### src/rtl/addsub_pkg.sv
package addsub_pkg;

    localparam int DATA_W = 32;
    localparam int FLAG_W = 6;
    localparam int IDX_W  = $clog2(DATA_W + 1);

    typedef enum logic [2:0] {
        OP_ADD = 3'd0,
        OP_ADC = 3'd1,
        OP_SUB = 3'd2,
        OP_SBB = 3'd3,
        OP_INC = 3'd4,
        OP_DEC = 3'd5,
        OP_CMP = 3'd6,
        OP_NEG = 3'd7
    } op_e;

    typedef enum logic [1:0] {
        SZ_BYTE  = 2'd0,
        SZ_WORD  = 2'd1,
        SZ_DWORD = 2'd2,
        SZ_DWALT = 2'd3
    } size_e;

    typedef struct packed {
        logic ovf;
        logic sign;
        logic zero;
        logic aux;
        logic par;
        logic carry;
    } flags_t;

    typedef struct packed {
        logic [DATA_W-1:0] result;
        flags_t            flags;
        logic              done;
    } unit_state_t;

    function automatic logic [DATA_W-1:0] size_mask(size_e sz);
        case (sz)
            SZ_BYTE: size_mask = DATA_W'(32'h0000_00FF);
            SZ_WORD: size_mask = DATA_W'(32'h0000_FFFF);
            default: size_mask = '1;
        endcase
    endfunction

    function automatic logic [IDX_W-1:0] top_bit(size_e sz);
        case (sz)
            SZ_BYTE: top_bit = IDX_W'(7);
            SZ_WORD: top_bit = IDX_W'(15);
            default: top_bit = IDX_W'(DATA_W - 1);
        endcase
    endfunction

endpackage

### src/rtl/addsub_operand_sel.sv
module addsub_operand_sel
    import addsub_pkg::*;
(
    input  op_e               op_i,
    input  size_e             size_i,
    input  logic [DATA_W-1:0] a_i,
    input  logic [DATA_W-1:0] b_i,
    input  logic              cf_i,
    output logic [DATA_W-1:0] x_o,
    output logic [DATA_W-1:0] y_o,
    output logic              c_o,
    output logic              sub_o,
    output logic              keep_cf_o,
    output logic              wr_o
);

    logic [DATA_W-1:0] msk;
    logic [DATA_W-1:0] am;
    logic [DATA_W-1:0] bm;

    always_comb begin
        msk       = size_mask(size_i);
        am        = a_i & msk;
        bm        = b_i & msk;
        x_o       = am;
        y_o       = bm;
        c_o       = 1'b0;
        sub_o     = 1'b0;
        keep_cf_o = 1'b0;
        wr_o      = (op_i != OP_CMP);
        case (op_i)
            OP_ADD: begin
                c_o = 1'b0;
            end
            OP_ADC: begin
                c_o = cf_i;
            end
            OP_SUB, OP_CMP: begin
                y_o   = ~bm & msk;
                c_o   = 1'b1;
                sub_o = 1'b1;
            end
            OP_SBB: begin
                y_o   = ~bm & msk;
                c_o   = ~cf_i;
                sub_o = 1'b1;
            end
            OP_INC: begin
                y_o       = '0;
                c_o       = 1'b1;
                keep_cf_o = 1'b1;
            end
            OP_DEC: begin
                y_o       = msk;
                c_o       = 1'b0;
                sub_o     = 1'b1;
                keep_cf_o = 1'b1;
            end
            default: begin
                x_o   = '0;
                y_o   = ~am & msk;
                c_o   = 1'b1;
                sub_o = 1'b1;
            end
        endcase
    end

endmodule

### src/rtl/addsub_adder.sv
module addsub_adder
    import addsub_pkg::*;
(
    input  logic [DATA_W-1:0] x_i,
    input  logic [DATA_W-1:0] y_i,
    input  logic              c_i,
    input  size_e             size_i,
    output logic [DATA_W-1:0] sum_o,
    output logic              cout_o,
    output logic              c4_o,
    output logic              ovf_o
);

    logic [DATA_W:0]    ext;
    logic [IDX_W-1:0]   top;

    always_comb begin
        ext    = {1'b0, x_i} + {1'b0, y_i} + {{DATA_W{1'b0}}, c_i};
        top    = top_bit(size_i);
        sum_o  = ext[DATA_W-1:0] & size_mask(size_i);
        cout_o = ext[top + IDX_W'(1)];
        c4_o   = x_i[4] ^ y_i[4] ^ ext[4];
        ovf_o  = (x_i[top] == y_i[top]) && (sum_o[top] != x_i[top]);
    end

endmodule

### src/rtl/addsub_flag_gen.sv
module addsub_flag_gen
    import addsub_pkg::*;
(
    input  logic [DATA_W-1:0] sum_i,
    input  size_e             size_i,
    input  logic              sub_i,
    input  logic              cout_i,
    input  logic              c4_i,
    input  logic              ovf_i,
    input  logic              keep_cf_i,
    input  logic              cf_q_i,
    output flags_t            flags_o
);

    always_comb begin
        flags_o.carry = keep_cf_i ? cf_q_i : (sub_i ? ~cout_i : cout_i);
        flags_o.aux   = sub_i ? ~c4_i : c4_i;
        flags_o.zero  = (sum_i == '0);
        flags_o.sign  = sum_i[top_bit(size_i)];
        flags_o.par   = ~^sum_i[7:0];
        flags_o.ovf   = ovf_i;
    end

endmodule

### src/rtl/addsub_flag_unit.sv
module addsub_flag_unit
    import addsub_pkg::*;
(
    input  logic              clk,
    input  logic              rst_n,
    input  logic              start_i,
    input  logic [2:0]        op_i,
    input  logic [1:0]        size_i,
    input  logic [DATA_W-1:0] a_i,
    input  logic [DATA_W-1:0] b_i,
    output logic [DATA_W-1:0] result_o,
    output logic [FLAG_W-1:0] flags_o,
    output logic              done_o
);

    unit_state_t       st_d, st_q;
    op_e               op;
    size_e             sz;
    logic [DATA_W-1:0] x, y, sum;
    logic              cin, is_sub, keep_cf, wr;
    logic              cout, c4, ovf;
    flags_t            fl;

    assign op = op_e'(op_i);
    assign sz = size_e'(size_i);

    addsub_operand_sel u_sel (
        .op_i      (op),
        .size_i    (sz),
        .a_i       (a_i),
        .b_i       (b_i),
        .cf_i      (st_q.flags.carry),
        .x_o       (x),
        .y_o       (y),
        .c_o       (cin),
        .sub_o     (is_sub),
        .keep_cf_o (keep_cf),
        .wr_o      (wr)
    );

    addsub_adder u_add (
        .x_i    (x),
        .y_i    (y),
        .c_i    (cin),
        .size_i (sz),
        .sum_o  (sum),
        .cout_o (cout),
        .c4_o   (c4),
        .ovf_o  (ovf)
    );

    addsub_flag_gen u_flg (
        .sum_i     (sum),
        .size_i    (sz),
        .sub_i     (is_sub),
        .cout_i    (cout),
        .c4_i      (c4),
        .ovf_i     (ovf),
        .keep_cf_i (keep_cf),
        .cf_q_i    (st_q.flags.carry),
        .flags_o   (fl)
    );

    always_comb begin
        st_d      = st_q;
        st_d.done = start_i;
        if (start_i) begin
            st_d.flags = fl;
            if (wr) begin
                st_d.result = sum;
            end
        end
    end

    always_ff @(posedge clk or negedge rst_n) begin
        if (!rst_n) begin
            st_q <= '0;
        end else begin
            st_q <= st_d;
        end
    end

    assign result_o = st_q.result;
    assign flags_o  = st_q.flags;
    assign done_o   = st_q.done;

endmodule

### config.mk
export PLATFORM = sky130hd
export DESIGN_NAME = addsub_flag_unit
export DESIGN_NICKNAME = d
export VERILOG_FILES = /design/src/rtl/addsub_pkg.sv /design/src/rtl/addsub_operand_sel.sv /design/src/rtl/addsub_adder.sv /design/src/rtl/addsub_flag_gen.sv /design/src/rtl/addsub_flag_unit.sv
export SDC_FILE = /design/constraint.sdc
export NUM_CORES = 1
export LEC_CHECK = 0
export BUFFER_PORTS_ARGS = -buffer_cell sky130_fd_sc_hd__buf_2
export CAP_MARGIN = 10
export CORE_ASPECT_RATIO = 0.6
export CORE_MARGIN = 10
export CORE_UTILIZATION = 60
export DETAILED_ROUTE_END_ITERATION = 16
export HOLD_SLACK_MARGIN = 0.02
export PLACE_DENSITY = 0.91
export SYNTH_ARGS = -nofsm -noshare
export SYNTH_HDL_FRONTEND = slang
export SYNTH_SLANG_ARGS = --single-unit
### constraint.sdc
create_clock -name clk -period 5.62 [get_ports clk]
set_clock_uncertainty 0.2 [all_clocks]
set_input_delay 1.124 -clock clk [delete_from_list [all_inputs] [get_ports clk]]
set_output_delay 1.124 -clock clk [all_outputs]
set_load 0.1 [all_outputs]
## After elaboration in Yosys (flattened, before gate mapping)

Index checks and enable logic that the tools add are counted.

- Add/sub/neg operators: 3
- Order comparisons: 2
- Equal/unequal tests: 10
- Muxes and demuxes: 16
- Bitwise operators: 13
- Reductions and logical operators: 13

Operators with widths:

| cell | count |
|---|---|
| $and A32 B32 Y32 | 5 |
| $pmux W32 S4 | 1 |
| $not A32 Y32 | 2 |
| $pmux W32 S2 | 1 |
| $add A32 B32 Y33 | 1 |
| $add A33 B1 Y33 | 1 |
| $logic_not A32 Y1 | 1 |
| $mux W32 | 1 |
| $bmux W1 S5 | 3 |
| $pmux W5 S2 | 1 |
| $eq A3 B3 Y1 const B | 3 |
| $reduce_xnor A8 Y1 | 1 |
| $lt A6 B7 Y1 const B | 1 |
| $mux W1 | 7 |
| $reduce_or A7 Y1 | 1 |
| $add A5 B1 Y6 const B | 1 |
| $bmux W1 S6 | 1 |
| $eq A3 B2 Y1 const B | 2 |
| $lt A5 B6 Y1 const B | 1 |
| $reduce_or A2 Y1 | 3 |
| $reduce_or A3 Y1 | 2 |
| $not A1 Y1 | 4 |
| $reduce_and A2 Y1 | 2 |
| $eq A3 B1 Y1 const B | 1 |
| 9 further kinds | 10 |

- Flip-flop bits (word level): 39
- Input bits: 72
- Output and inout port bits: 39
- Word-level logic and storage cells: 65

## Longest topological paths before layout

Gate-level depths: netlist of run 1.

- Word-level depth: 13
- Mapped depth: 20
- Mapped depth without buffers: 17

## Cells and area by module

From an unflattened synthesis of run 1, not the netlist that was laid out.

- Cells, all modules: 606
- Area, all modules: 5157.4 µm²

By module, submodules not included:

| module | times used | cells an instance | area each (µm²) |
|---|---|---|---|
| addsub_adder | 1 | 277 | 1980.6 |
| addsub_flag_unit | 1 | 82 | 1607.8 |
| addsub_operand_sel | 1 | 213 | 1342.5 |
| addsub_flag_gen | 1 | 34 | 226.5 |

## Worst setup path before layout of run 1

No wires, ideal clock.

- Path kind: input to register
- Start point: in op_i[1]
- End point: reg st_q, in the netlist flags_o[3]
- Library setup time: 0.120 ns
- Arrival: 5.169 ns
- Slack: 0.131 ns
- Cell stages on the path: 17
- Path buffers: 3
- Path through: clkbuf_1 -> clkbuf_1 -> buf_1 -> xor2_1 -> a211oi_1 -> fa_1 -> inv_1 -> fa_1 -> a21o_1 -> a221oi_2 -> o32a_1 -> a31oi_4 -> a211oi_2 -> o31a_1 -> mux2_4 -> and2_4 -> a41o_1

- Longest elaborated chain between the ends: 7

Ends and longest elaborated chain:

| what | RTL line | source |
|---|---|---|
| from (decl) | addsub_flag_unit.sv:7 | `input logic [2:0] op_i,` |
| $eq A3 B2 Y1, or another cell as far along | addsub_operand_sel.sv:31 | `case (op_i)` |
| $reduce_or A3 Y1 (no line), or another cell as far along | -- |  |
| $pmux W32 S4 or $mux W32 (tied branches) | addsub_operand_sel.sv:31 |  |
| $add A32 B32 Y33 | addsub_adder.sv:18 | `ext = {1'b0, x_i} + {1'b0, y_i} + {{DATA_W{1'b0}}, c_i};` |
| $add A33 B1 Y33 (*) | addsub_adder.sv:18 |  |
| $and A32 B32 Y32 (*) | addsub_adder.sv:20 | `sum_o = ext[DATA_W-1:0] & size_mask(size_i);` |
| $logic_not A32 Y1 (*) | addsub_flag_gen.sv:18 | `flags_o.zero = (sum_i == '0);` |
| to (signal assigned) | addsub_flag_unit.sv:79 | `st_q <= st_d;` |
| to (decl) | addsub_flag_unit.sv:16 | `unit_state_t st_d, st_q;` |

Mark *: on every way between the ends. The rest lies on a longest branch, timed or not.
A chain may end at the register's enable or synchronous reset.

## Worst setup path in the final report of run 1

- Start point: in op_i[2]
- End point: reg st_q, in the netlist flags_o[3]

The elaborated chain is that of the path after synthesis.

==> results of run 1 <==
==> flip-flops by register name (all words and copies together), names as in the netlist <==
signal and flops:
flags_o 6, result_o 32, done_o 1
==> tightest hold or removal path: stages (launching register included) <==
cell and delay (ns):
sky130_fd_sc_hd__dfrtp_1 0.34, sky130_fd_sc_hd__nand2_1 0.05, sky130_fd_sc_hd__nand2_1 0.05
==> how the worst min path moves through the flow <==
stage                                   startpoint                       end  slack (ns)  cells after the start
after floorplan             flags_o[0]$_DFFE_PN0P_    flags_o[0]$_DFFE_PN0P_        0.35                      1
after CTS                  result_o[2]$_DFFE_PN0P_   result_o[2]$_DFFE_PN0P_        0.28                      2
after global routing       result_o[2]$_DFFE_PN0P_   result_o[2]$_DFFE_PN0P_        0.32                      2
final                     result_o[28]$_DFFE_PN0P_  result_o[28]$_DFFE_PN0P_        0.27                      2
after detailed placement   result_o[0]$_DFFE_PN0P_   result_o[0]$_DFFE_PN0P_        0.27                      2
after global placement    result_o[28]$_DFFE_PN0P_  result_o[28]$_DFFE_PN0P_        0.25                      2
==> layer usage <==
| layer | up-vias | share of wire | routed length [µm] | track usage |
|---|---|---|---|---|
| li1 | 2525 | - | - | - |
| met1 | 2518 | 0.44 | 7020 | 0.355 |
| met2 | 404 | 0.40 | 6290 | 0.362 |
| met3 | 46 | 0.14 | 2230 | 0.0819 |
| met4 | 0 | 0.020 | 310 | 0.0587 |
| met5 | - | 0 | 0 | 0 |
==> synth_stat cells, types with 3 or more instances <==
master and number:
sky130_fd_sc_hd__o221ai_1 8, sky130_fd_sc_hd__a21o_1 15, sky130_fd_sc_hd__clkbuf_1 36, sky130_fd_sc_hd__buf_4 3, sky130_fd_sc_hd__nand2_1 79, sky130_fd_sc_hd__xnor2_1 23
sky130_fd_sc_hd__inv_1 8, sky130_fd_sc_hd__xor2_1 37, sky130_fd_sc_hd__mux2i_1 4, sky130_fd_sc_hd__nand2b_1 7, sky130_fd_sc_hd__a22o_1 4, sky130_fd_sc_hd__a21oi_1 64
sky130_fd_sc_hd__a31oi_1 3, sky130_fd_sc_hd__nor2b_1 3, sky130_fd_sc_hd__nor2_1 74, sky130_fd_sc_hd__dfrtp_1 39, sky130_fd_sc_hd__and3_1 27, sky130_fd_sc_hd__o211ai_1 5
sky130_fd_sc_hd__ha_1 35, sky130_fd_sc_hd__and2_1 9, sky130_fd_sc_hd__nand4_1 10, sky130_fd_sc_hd__o41ai_1 3, sky130_fd_sc_hd__nand3_1 10, sky130_fd_sc_hd__a211oi_1 27
sky130_fd_sc_hd__a2111oi_0 4, sky130_fd_sc_hd__nor3_1 8, sky130_fd_sc_hd__o31ai_1 6, sky130_fd_sc_hd__buf_2 3, sky130_fd_sc_hd__o21ai_1 3, sky130_fd_sc_hd__mux2_2 5
sky130_fd_sc_hd__o21ai_0 38, sky130_fd_sc_hd__buf_1 6, sky130_fd_sc_hd__o21a_1 9
==> layout make-up <==
cell class	count	area [µm²]
timing repair buffer	120	638
inverter	8	30.0
fill	614	2250
clock buffer	6	129
tap	108	135
clock inverter	2	60.1
multi-input combinational	558	3630
sequential	39	976
==> cell families (layout without fill, tap and decap cells) <==
kind of cell,after synthesis,in the layout
xor+xnor,60,60
buf+inv,57,136
simple gates,238,238
flops,39,39
fa+ha+maj,37,37
mux,10,10
compound gates,213,213
==> per-stage QoR <==
step	area, µm²	cells	hold WS [ns]	utilization	setup WS (ns)
5_1_grt	5600	841	0.321	0.713	0.245
3_3_place_gp	5410	833	0.249	0.689	0.656
4_1_cts	5600	841	0.278	0.713	0.675
3_5_place_dp	5410	833	0.265	0.689	0.457
2_1_floorplan	4840	654	0.348	-	0.131
6_report	5600	841	0.273	0.713	0.395
==> power groups by stage <==
stage	Clock, mW	Combinational (mW)	Sequential [mW]
after global placement	0	1.07	0.372
after floorplan	0	0.458	0.780
final	0.359	1.12	0.374
after CTS	0.361	1.10	0.373
after global routing	0.375	1.19	0.379
after detailed placement	0	1.10	0.377
==> out/summary.txt, run 1 <==
main combinational cell family by area after synthesis - compound AO/OA/AOI/OAI gates
cell taking the most area after synthesis - sky130_fd_sc_hd__dfrtp_1
depth of the most critical reg-to-reg path - 13
biggest area contributors in the synthesized netlist - sky130_fd_sc_hd__dfrtp_1, sky130_fd_sc_hd__ha_1, sky130_fd_sc_hd__xor2_1
R2R Path Start - flags_o[0]$_DFFE_PN0P_
height of the die - 89.6 µm
final antenna diode count - 0
DP HPWL - 12600 µm
max frequency - 191 MHz
endpoint of the worst setup timing path - flags_o[3]$_DFFE_PN0P_
worst vdd ir - 0.200 mV
first drt pass iteration count - 6
most used cells in the layout excluding fill and tap cells - sky130_fd_sc_hd__buf_2, sky130_fd_sc_hd__nand2_1, sky130_fd_sc_hd__nor2_1
Static Leakage - 2.71 nW
critical path class - input pin to flop
1st-iter DRT viols - 765
hold-fix buffers at CTS - 0
post-synthesis area per instance - 7.40 µm²
wire length of the first global-routing pass - 25300 µm
stage delay of the slowest cell on the critical path - 0.73 ns
DRC violation count after routing - 0
Die X-Extent - 136 µm
area fraction in compound gates after synthesis - 0.292
endpoint of the lowest-slack register-to-register path - flags_o[3]$_DFFE_PN0P_
relative contribution of sequential cells to total power - 0.201
number of sinks on the clock net - 39
reported net switching power - 0.973 mW
count of standard-cell rows - 25
slowest stage cell on the critical path - sky130_fd_sc_hd__a2111oi_0
Critical Path Fanout Max - 31
number of standard cells after synthesis - 654
unrepaired setup endpoints after global routing - no
final count of pins violating max slew - 0
synthesized flop and latch total - 39
# nets final - 841
cell area after synthesis - 4840 µm²
internal power of the cells - 0.882 mW
max-capacitance violation count - 0
WL per Instance - 18.8 µm
Worst Tran Pin Value - 0.791 ns
ordered list of cells on the worst path - buf_2 -> nand2_1 -> buf_4 -> a21oi_1 -> a211oi_1 -> nor2_1 -> ha_1 -> nand2_1 -> nor3_1 -> o211ai_1 -> a21oi_1 -> nor2_1 -> o41ai_1 -> mux2i_1 -> a2111oi_0 -> a41o_1
sequential fraction of the synthesis area - 0.202
Max-slew headroom - 0.459
clock-pin slew of the registers on the worst-case setup and hold paths - 0.05 ns
total negative slack - 0 ns
setup violators final - 0
Gates resized, CTS repair - 0
clock tree from TritonCTS - built
clock tree root driver cell - sky130_fd_sc_hd__clkbuf_16
Arr. time, crit path - 5.24 ns
combinational share of power - 0.605
sum of internal, switching and leakage power - 1.86 mW
Worst Path Buf+Inv - 2
via count of the first global-routing pass - 4976
Core ar. - 7850 µm²
pin count of the biggest net entering global routing - 47
Setup Buffers After CTS - 0
required arrival time at the worst endpoint - 5.63 ns
Top Family by Delay on Critical Path - compound AO/OA/AOI/OAI gates
fraction of power spent switching nets - 0.524
part of the cycle the worst path needs - 0.930
share of synthesized cell area in and, or, nand and nor gates - 0.227
antenna-violating nets left - 0
adder and majority cell fraction of the synthesized area - 0.0988
Total Wirelength - 15800 µm
Area Overhead vs Synth - 15.7%
count of boundary I/O pins - 111
number of cells on the critical path - 16
time the final worst path needs with I/O delays and setup - 5.23 ns
clock buffer count from CTS - 5
kind of launch point of the worst setup path - input pin
count of input and output buffers - 110
Yosys warnings - 0
fraction of layout cells with a size suffix above 1 - 0.195
clock group share of total power - 0.193
Reg2Reg Setup Slack - 1.50 ns
total routing resource utilization after global routing - 0.252
worst hold path class - flop to flop
initial core utilization - 0.616
hold violation count in the final report - 0
commonest non-fill, non-tap cell in the layout - sky130_fd_sc_hd__buf_2
Unique masters post-synth - 64
global-route congestion overflow total - 0
gpl congestion - 1.05
Worst Setup End Kind - flop
portion of netlist area occupied by mux cells - 0.0230
status - complete, no violations
largest buffer count on any clock path - 2
xor and xnor area share after synthesis - 0.109
initial antenna violation count - 0
htree depth - 2
startpoint of the worst setup timing path - op_i[2]
Synth top area share - 0.202
Syn Nets - 763
overall via count from detail_route - 5493
predominant post-synthesis flop cell - sky130_fd_sc_hd__dfrtp_1
post-synthesis async set-or-reset flop share - 1.00
clock insertion delay at the later pin of the skew report - 0.28 ns
total power density per cell area - 331 nW/µm²
EDFF count, synth - 0
number of vias per cell - 6.53
DIE AREA - 12200 µm²
No activity file was read; power rests on OpenSTA's default activity.
==> inputs of run 2 (changes only) <==
CAP_MARGIN = 20   (was 10)
CORE_ASPECT_RATIO = 1.25   (was 0.6)
SYNTH_HIERARCHICAL = 1   (was unset)
==> out/summary.txt, run 2 <==
status - complete, no violations
predominant post-synthesis flop cell - sky130_fd_sc_hd__dfrtp_1
xor and xnor area share after synthesis - 0.105
unrepaired setup endpoints after global routing - no
worst vdd ir - 0.188 mV
R2R Path Start - flags_o[0]$_DFFE_PN0P_
max frequency - 190 MHz
count of standard-cell rows - 37
total routing resource utilization after global routing - 0.219
stage delay of the slowest cell on the critical path - 0.47 ns
Layout Cells excl Fill - 810
hold violation count in the final report - 0
Critical Path Fanout Max - 18
clock tree root driver cell - sky130_fd_sc_hd__clkbuf_8
fraction of power spent switching nets - 0.543
commonest non-fill, non-tap cell in the layout - sky130_fd_sc_hd__buf_2
clock group share of total power - 0.125
clock insertion delay at the later pin of the skew report - 0.30 ns
first drt pass iteration count - 6
Unique masters post-synth - 61
main combinational cell family by area after synthesis - compound AO/OA/AOI/OAI gates
DRC violation count after routing - 0
reported net switching power - 1.06 mW
instance count after placement with tap cells included - 802
number of standard cells after synthesis - 606
Max-slew headroom - 0.456
Reg2Reg Setup Slack - 1.03 ns
clock-pin slew of the registers on the worst-case setup and hold paths - 0.07 ns
number of instances on the worst hold path - 1
internal power of the cells - 0.891 mW
Syn Nets - 715
initial core utilization - 0.619
final antenna diode count - 0
most used cells in the layout excluding fill and tap cells - sky130_fd_sc_hd__buf_2, sky130_fd_sc_hd__nor2_1, sky130_fd_sc_hd__xnor2_1
height of the die - 124 µm
Yosys warnings - 6
Worst Hold Endpoint - result_o[3]$_DFFE_PN0P_
count of input and output buffers - 110
WL per Instance - 17.5 µm
largest buffer count on any clock path - 2
worst hold path class - flop to flop
via count of the first global-routing pass - 4864
combinational share of power - 0.671
setup violators final - 0
final non-filler cell area - 5900 µm²
time the final worst path needs with I/O delays and setup - 5.28 ns
adder and majority cell fraction of the synthesized area - 0.0927
gpl congestion - 1.03
1st-iter DRT viols - 443
critical path class - input pin to flop
number of vias per cell - 6.23
cell taking the most area after synthesis - sky130_fd_sc_hd__dfrtp_1
Total Wirelength - 14200 µm
depth of the most critical reg-to-reg path - 19
part of the cycle the worst path needs - 0.939
Setup Buffers After CTS - 0
DIE AREA - 12700 µm²
# nets final - 821
Worst Path Buf+Inv - 5
slowest stage cell on the critical path - sky130_fd_sc_hd__a2111oi_1
Top Family by Delay on Critical Path - compound AO/OA/AOI/OAI gates
pin count of the biggest net entering global routing - 46
EDFF count, synth - 0
cell area after synthesis - 5160 µm²
final count of pins violating max slew - 0
htree depth - 2
Core ar. - 8330 µm²
start point of the worst min-delay path - result_o[3]$_DFFE_PN0P_
relative contribution of sequential cells to total power - 0.204
max reg flops - 32
share of synthesized cell area in and, or, nand and nor gates - 0.200
Arr. time, crit path - 5.27 ns
wire length of the first global-routing pass - 23100 µm
Static Leakage - 3.06 nW
Final Util - 0.708
synthesized flop and latch total - 39
Worst Setup End Kind - flop
total negative slack - 0 ns
overall via count from detail_route - 5044
fraction of layout cells with a size suffix above 1 - 0.271
most frequent cell after synthesis - sky130_fd_sc_hd__nor2_1
Synth top area share - 0.189
biggest area contributors in the synthesized netlist - sky130_fd_sc_hd__dfrtp_1, sky130_fd_sc_hd__mux2_4, sky130_fd_sc_hd__ha_1
ordered list of cells on the worst path - buf_2 -> buf_4 -> xnor2_1 -> o221ai_1 -> inv_1 -> fa_1 -> inv_1 -> fa_1 -> a21o_1 -> a31o_2 -> a21oi_1 -> a2111oi_1 -> buf_4 -> nor3_1 -> o31ai_2 -> nand3_1 -> a41oi_1 -> xnor2_1 -> o21ai_0 -> mux2_2
post-synthesis async set-or-reset flop share - 1.00
clock buffer count from CTS - 5
most used standard cells in the synthesized netlist - sky130_fd_sc_hd__nor2_1, sky130_fd_sc_hd__xnor2_1, sky130_fd_sc_hd__a21oi_1
total power density per cell area - 330 nW/µm²
global-route congestion overflow total - 0
kind of launch point of the worst setup path - input pin
Area after DPL - 5770 µm²
number of sinks on the clock net - 39
endpoint of the lowest-slack register-to-register path - flags_o[0]$_DFFE_PN0P_
Area Overhead vs Synth - 14.3%
required arrival time at the worst endpoint - 5.61 ns
clock tree from TritonCTS - built
Die X-Extent - 103 µm
Worst Tran Pin Value - 0.816 ns
area fraction in compound gates after synthesis - 0.233
post-synthesis area per instance - 8.51 µm²
sequential fraction of the synthesis area - 0.189
count of boundary I/O pins - 111
max-capacitance violation count - 0
DP HPWL - 11700 µm
portion of netlist area occupied by mux cells - 0.117
antenna-violating nets left - 0
initial antenna violation count - 0
-- run 2: cell count changes in the layout (fill, tap and decap cells not counted), moves of 11 or more --
cell,before,now
sky130_fd_sc_hd__nand2_1,79,19
sky130_fd_sc_hd__mux2_4,1,30
sky130_fd_sc_hd__xnor2_1,23,49
sky130_fd_sc_hd__xor2_1,37,13
sky130_fd_sc_hd__and2_1,9,32
sky130_fd_sc_hd__a211oi_1,27,5
sky130_fd_sc_hd__a21o_1,15,36
sky130_fd_sc_hd__o21ai_0,38,18
sky130_fd_sc_hd__a21oi_1,64,47
sky130_fd_sc_hd__buf_4,9,26
sky130_fd_sc_hd__o31a_1,2,16
sky130_fd_sc_hd__inv_1,8,19
-- run 2: area by class of cell --
class,instances,area [µm²]
Multi-Input combinational cell,511,3860
Fill cell,644,2440
Sequential cell,39,976
Timing Repair Buffer,136,746
Tap cell,97,121
Clock buffer,6,82.6
Inverter,19,71.3
Clock inverter,2,35.0
-- run 2: cells by family (layout without fill, tap and decap cells) --
group / Yosys count / in the layout
AO/OA/AOI/OAI: 171 / 171
XOR/XNOR: 62 / 62
adder cells (fa/ha/maj): 37 / 37
buffers and inverters: 56 / 163
flip-flops: 39 / 39
multiplexers: 44 / 44
AND/OR/NAND/NOR: 197 / 197
-- run 2: worst max-delay path by stage --
stage / from / endpoint / slack [ns] / cells past startpoint
2_1_floorplan: op_i[1] / flags_o[3]$_DFFE_PN0P_ / 0.30 / 19
3_3_place_gp: op_i[1] / flags_o[0]$_DFFE_PN0P_ / 0.06 / 20
3_5_place_dp: op_i[1] / flags_o[0]$_DFFE_PN0P_ / -0.09 / 20
4_1_cts: op_i[1] / flags_o[0]$_DFFE_PN0P_ / 0.23 / 20
5_1_grt: op_i[1] / flags_o[0]$_DFFE_PN0P_ / 0.06 / 20
6_report: op_i[1] / flags_o[0]$_DFFE_PN0P_ / 0.34 / 20
-- run 2: timing repair --
| item | in CTS | in global routing |
|---|---|---|
| gates resized for setup | 0 | 2 |
| endpoints found under the setup margin | 0 | 2 |
| hold buffers | 0 | 0 |
-- run 2: through the flow --
stage / hold WS, ns / setup WS [ns] / power [mW]
final: 0.310 / 0.345 / 1.95
after global routing: 0.325 / 0.0614 / 2.05
after CTS: 0.312 / 0.233 / 1.95
after detailed placement: 0.291 / -0.0907 / 1.70
after global placement: 0.288 / 0.0564 / 1.67
after floorplan: 0.628 / 0.303 / 1.46
-- run 2: worst register-to-register path, stage by stage (launching register included) --
cell,delay (ns)
sky130_fd_sc_hd__dfrtp_1,0.47
sky130_fd_sc_hd__and3b_1,0.21
sky130_fd_sc_hd__o21ai_0,0.13
sky130_fd_sc_hd__a21boi_0,0.19
sky130_fd_sc_hd__inv_1,0.09
sky130_fd_sc_hd__fa_1,0.38
sky130_fd_sc_hd__inv_1,0.09
sky130_fd_sc_hd__fa_1,0.21
sky130_fd_sc_hd__a21o_1,0.15
sky130_fd_sc_hd__a31o_2,0.16
sky130_fd_sc_hd__a21oi_1,0.08
sky130_fd_sc_hd__a2111oi_1,0.47
sky130_fd_sc_hd__buf_4,0.20
sky130_fd_sc_hd__nor3_1,0.08
sky130_fd_sc_hd__o31ai_2,0.36
sky130_fd_sc_hd__nand3_1,0.15
sky130_fd_sc_hd__a41oi_1,0.36
sky130_fd_sc_hd__xnor2_1,0.15
sky130_fd_sc_hd__o21ai_0,0.08
sky130_fd_sc_hd__mux2_2,0.26
-- run 2: power by group through the flow --
stage / clock network, mW / registers, mW / logic [mW]
after floorplan: 0 / 0.924 / 0.532
after global placement: 0 / 0.398 / 1.27
after detailed placement: 0 / 0.403 / 1.30
after CTS: 0.246 / 0.398 / 1.30
after global routing: 0.261 / 0.408 / 1.38
final: 0.244 / 0.397 / 1.31
-- run 2: routing by layer --
metal / wire length, µm / track usage / vias to the layer above
li1: - / - / 2415
met1: 6110 / 0.282 / 2333
met2: 6570 / 0.365 / 245
met3: 1060 / 0.0294 / 51
met4: 437 / 0.0828 / 0
met5: 0 / 0 / -
==> inputs of run 3 (changes only) <==
PLACE_DENSITY = 0.87   (was 0.91)
clock period = 6.6 ns   (was 5.62 ns; I/O delays follow)
==> out/summary.txt, run 3 (synthesis results as in run 2) <==
status - complete, no violations
setup slack after layout - 0.802 ns
Worst Setup End Kind - flop
count of input and output buffers - 110
required arrival time at the worst endpoint - 6.63 ns
endpoint of the worst setup timing path - flags_o[3]$_DFFE_PN0P_
hold violation count in the final report - 0
total power density per cell area - 279 nW/µm²
max frequency - 172 MHz
reported net switching power - 0.891 mW
startpoint of the worst setup timing path - op_i[1]
R2R Path Start - flags_o[0]$_DFFE_PN0P_
overall via count from detail_route - 4797
critical path class - input pin to flop
Max-slew headroom - 0.461
WL per Instance - 17.5 µm
total negative slack - 0 ns
Area Overhead vs Synth - 11.4%
Reg2Reg Setup Slack - 1.98 ns
worst vdd ir - 0.192 mV
htree depth - 2
wire length of the first global-routing pass - 23100 µm
unrepaired setup endpoints after global routing - no
Critical Path Fanout Max - 38
first drt pass iteration count - 5
hold-fix buffers at CTS - 0
total routing resource utilization after global routing - 0.220
largest buffer count on any clock path - 2
clock tree root driver cell - sky130_fd_sc_hd__clkbuf_8
gpl congestion - 0.966
worst hold path class - flop to flop
Die X-Extent - 103 µm
depth of the most critical reg-to-reg path - 18
clock buffer count from CTS - 5
number of sinks on the clock net - 39
count of standard-cell rows - 37
Worst Tran Pin Value - 0.809 ns
final antenna diode count - 0
kind of launch point of the worst setup path - input pin
max reg flops - 32
combinational share of power - 0.689
most used cells in the layout excluding fill and tap cells - sky130_fd_sc_hd__buf_2, sky130_fd_sc_hd__nor2_1, sky130_fd_sc_hd__xnor2_1
height of the die - 124 µm
setup violators final - 0
initial core utilization - 0.619
global-route congestion overflow total - 0
sum of internal, switching and leakage power - 1.60 mW
commonest non-fill, non-tap cell in the layout - sky130_fd_sc_hd__buf_2
pin count of the biggest net entering global routing - 63
# nets final - 806
relative contribution of sequential cells to total power - 0.211
Layout Cells excl Fill - 794
count of fill cells added during filler insertion - 707
max-capacitance violation count - 0
clock insertion delay at the later pin of the skew report - 0.29 ns
Static Leakage - 2.97 nW
final count of pins violating max slew - 0
fraction of power spent switching nets - 0.556
antenna-violating nets left - 0
initial antenna violation count - 0
area used by multi-input combinational logic - 3860 µm²
count of boundary I/O pins - 111
Gates resized, CTS repair - 0
internal power of the cells - 0.711 mW
clock group share of total power - 0.100
ordered list of cells on the worst path - buf_2 -> buf_4 -> xnor2_1 -> nor2_1 -> o32a_1 -> ha_1 -> nand4_1 -> or2_2 -> o31ai_1 -> a311o_1 -> o311a_1 -> a311o_1 -> a221oi_2 -> mux2i_1 -> nor4_1 -> nand3_1 -> nor3_1 -> mux2_2
Post-Route Hold Slack - 0.305 ns
instance count after placement with tap cells included - 787
cell occurring most often along the worst timing path - sky130_fd_sc_hd__a311o_1
Arr. time, crit path - 5.83 ns
Core ar. - 8330 µm²
clock tree from TritonCTS - built
number of vias per cell - 6.04
Setup Buffers After CTS - 0
slowest stage cell on the critical path - sky130_fd_sc_hd__buf_4
time the final worst path needs with I/O delays and setup - 5.80 ns
clock-pin slew of the registers on the worst-case setup and hold paths - 0.07 ns
Total Wirelength - 13900 µm
FF+latch area - 976 µm²
stage delay of the slowest cell on the critical path - 0.51 ns
DIE AREA - 12700 µm²
endpoint of the lowest-slack register-to-register path - flags_o[0]$_DFFE_PN0P_
1st-iter DRT viols - 326
Post-Place Setup Slack - 0.558 ns
via count of the first global-routing pass - 4751
DRC violation count after routing - 0
DP HPWL - 11300 µm
fraction of layout cells with a size suffix above 1 - 0.253
part of the cycle the worst path needs - 0.879
-- run 3: changes by cell type in the layout (fill, tap and decap cells not counted), sizes merged --
cell	previous run	this run
bufinv	1	0
buf	136	121
-- run 3: cell type report --
class                      count  share of cell area
timing repair buffer         121               0.110
clock buffer                   6              0.0144
multi-input combinational    511               0.671
tap                           97              0.0211
inverter                      19              0.0124
clock inverter                 1            0.000871
sequential                    39               0.170
-- run 3: worst max-delay path, delay by kind of cell --
kind | cells | cell delay [ns]
AND/OR/NAND/NOR | 6 | 0.88
multiplexers | 2 | 0.30
buffers and inverters | 2 | 0.92
adder cells (fa/ha/maj) | 1 | 0.42
AO/OA/AOI/OAI | 6 | 1.83
XOR/XNOR | 1 | 0.17
-- run 3: power groups by stage --
stage	Sequential, mW	Clock (mW)	Combinational, mW
2_1_floorplan	0.787	0	0.453
3_3_place_gp	0.339	0	1.08
3_5_place_dp	0.341	0	1.10
4_1_cts	0.339	0.166	1.10
5_1_grt	0.347	0.173	1.17
6_report	0.338	0.160	1.10
-- run 3: worst min-delay path by stage --
stage	from	to	depth (start not counted)
2_1_floorplan	rst_n	done_o$_DFF_PN0_	0
3_3_place_gp	flags_o[4]$_DFFE_PN0P_	flags_o[4]$_DFFE_PN0P_	1
3_5_place_dp	result_o[14]$_DFFE_PN0P_	result_o[14]$_DFFE_PN0P_	1
4_1_cts	flags_o[4]$_DFFE_PN0P_	flags_o[4]$_DFFE_PN0P_	1
5_1_grt	flags_o[4]$_DFFE_PN0P_	flags_o[4]$_DFFE_PN0P_	1
6_report	flags_o[4]$_DFFE_PN0P_	flags_o[4]$_DFFE_PN0P_	1
-- run 3: stage by stage --
step	instance area, µm²	utilization
finish	5750	0.690
CTS	5750	0.690
global route	5750	0.690
floorplan	5160	-
global placement	5660	0.679
detailed placement	5660	0.679
-- run 3: routing by layer --
layer | vias up | wire length, µm | share of wire | global-route usage
met2 | 168 | 6200 | 0.45 | 0.342
met1 | 2240 | 6480 | 0.47 | 0.306
met5 | - | 0 | 0 | 0
met4 | 0 | 248 | 0.018 | 0.0679
met3 | 17 | 944 | 0.068 | 0.0327
li1 | 2372 | - | - | -
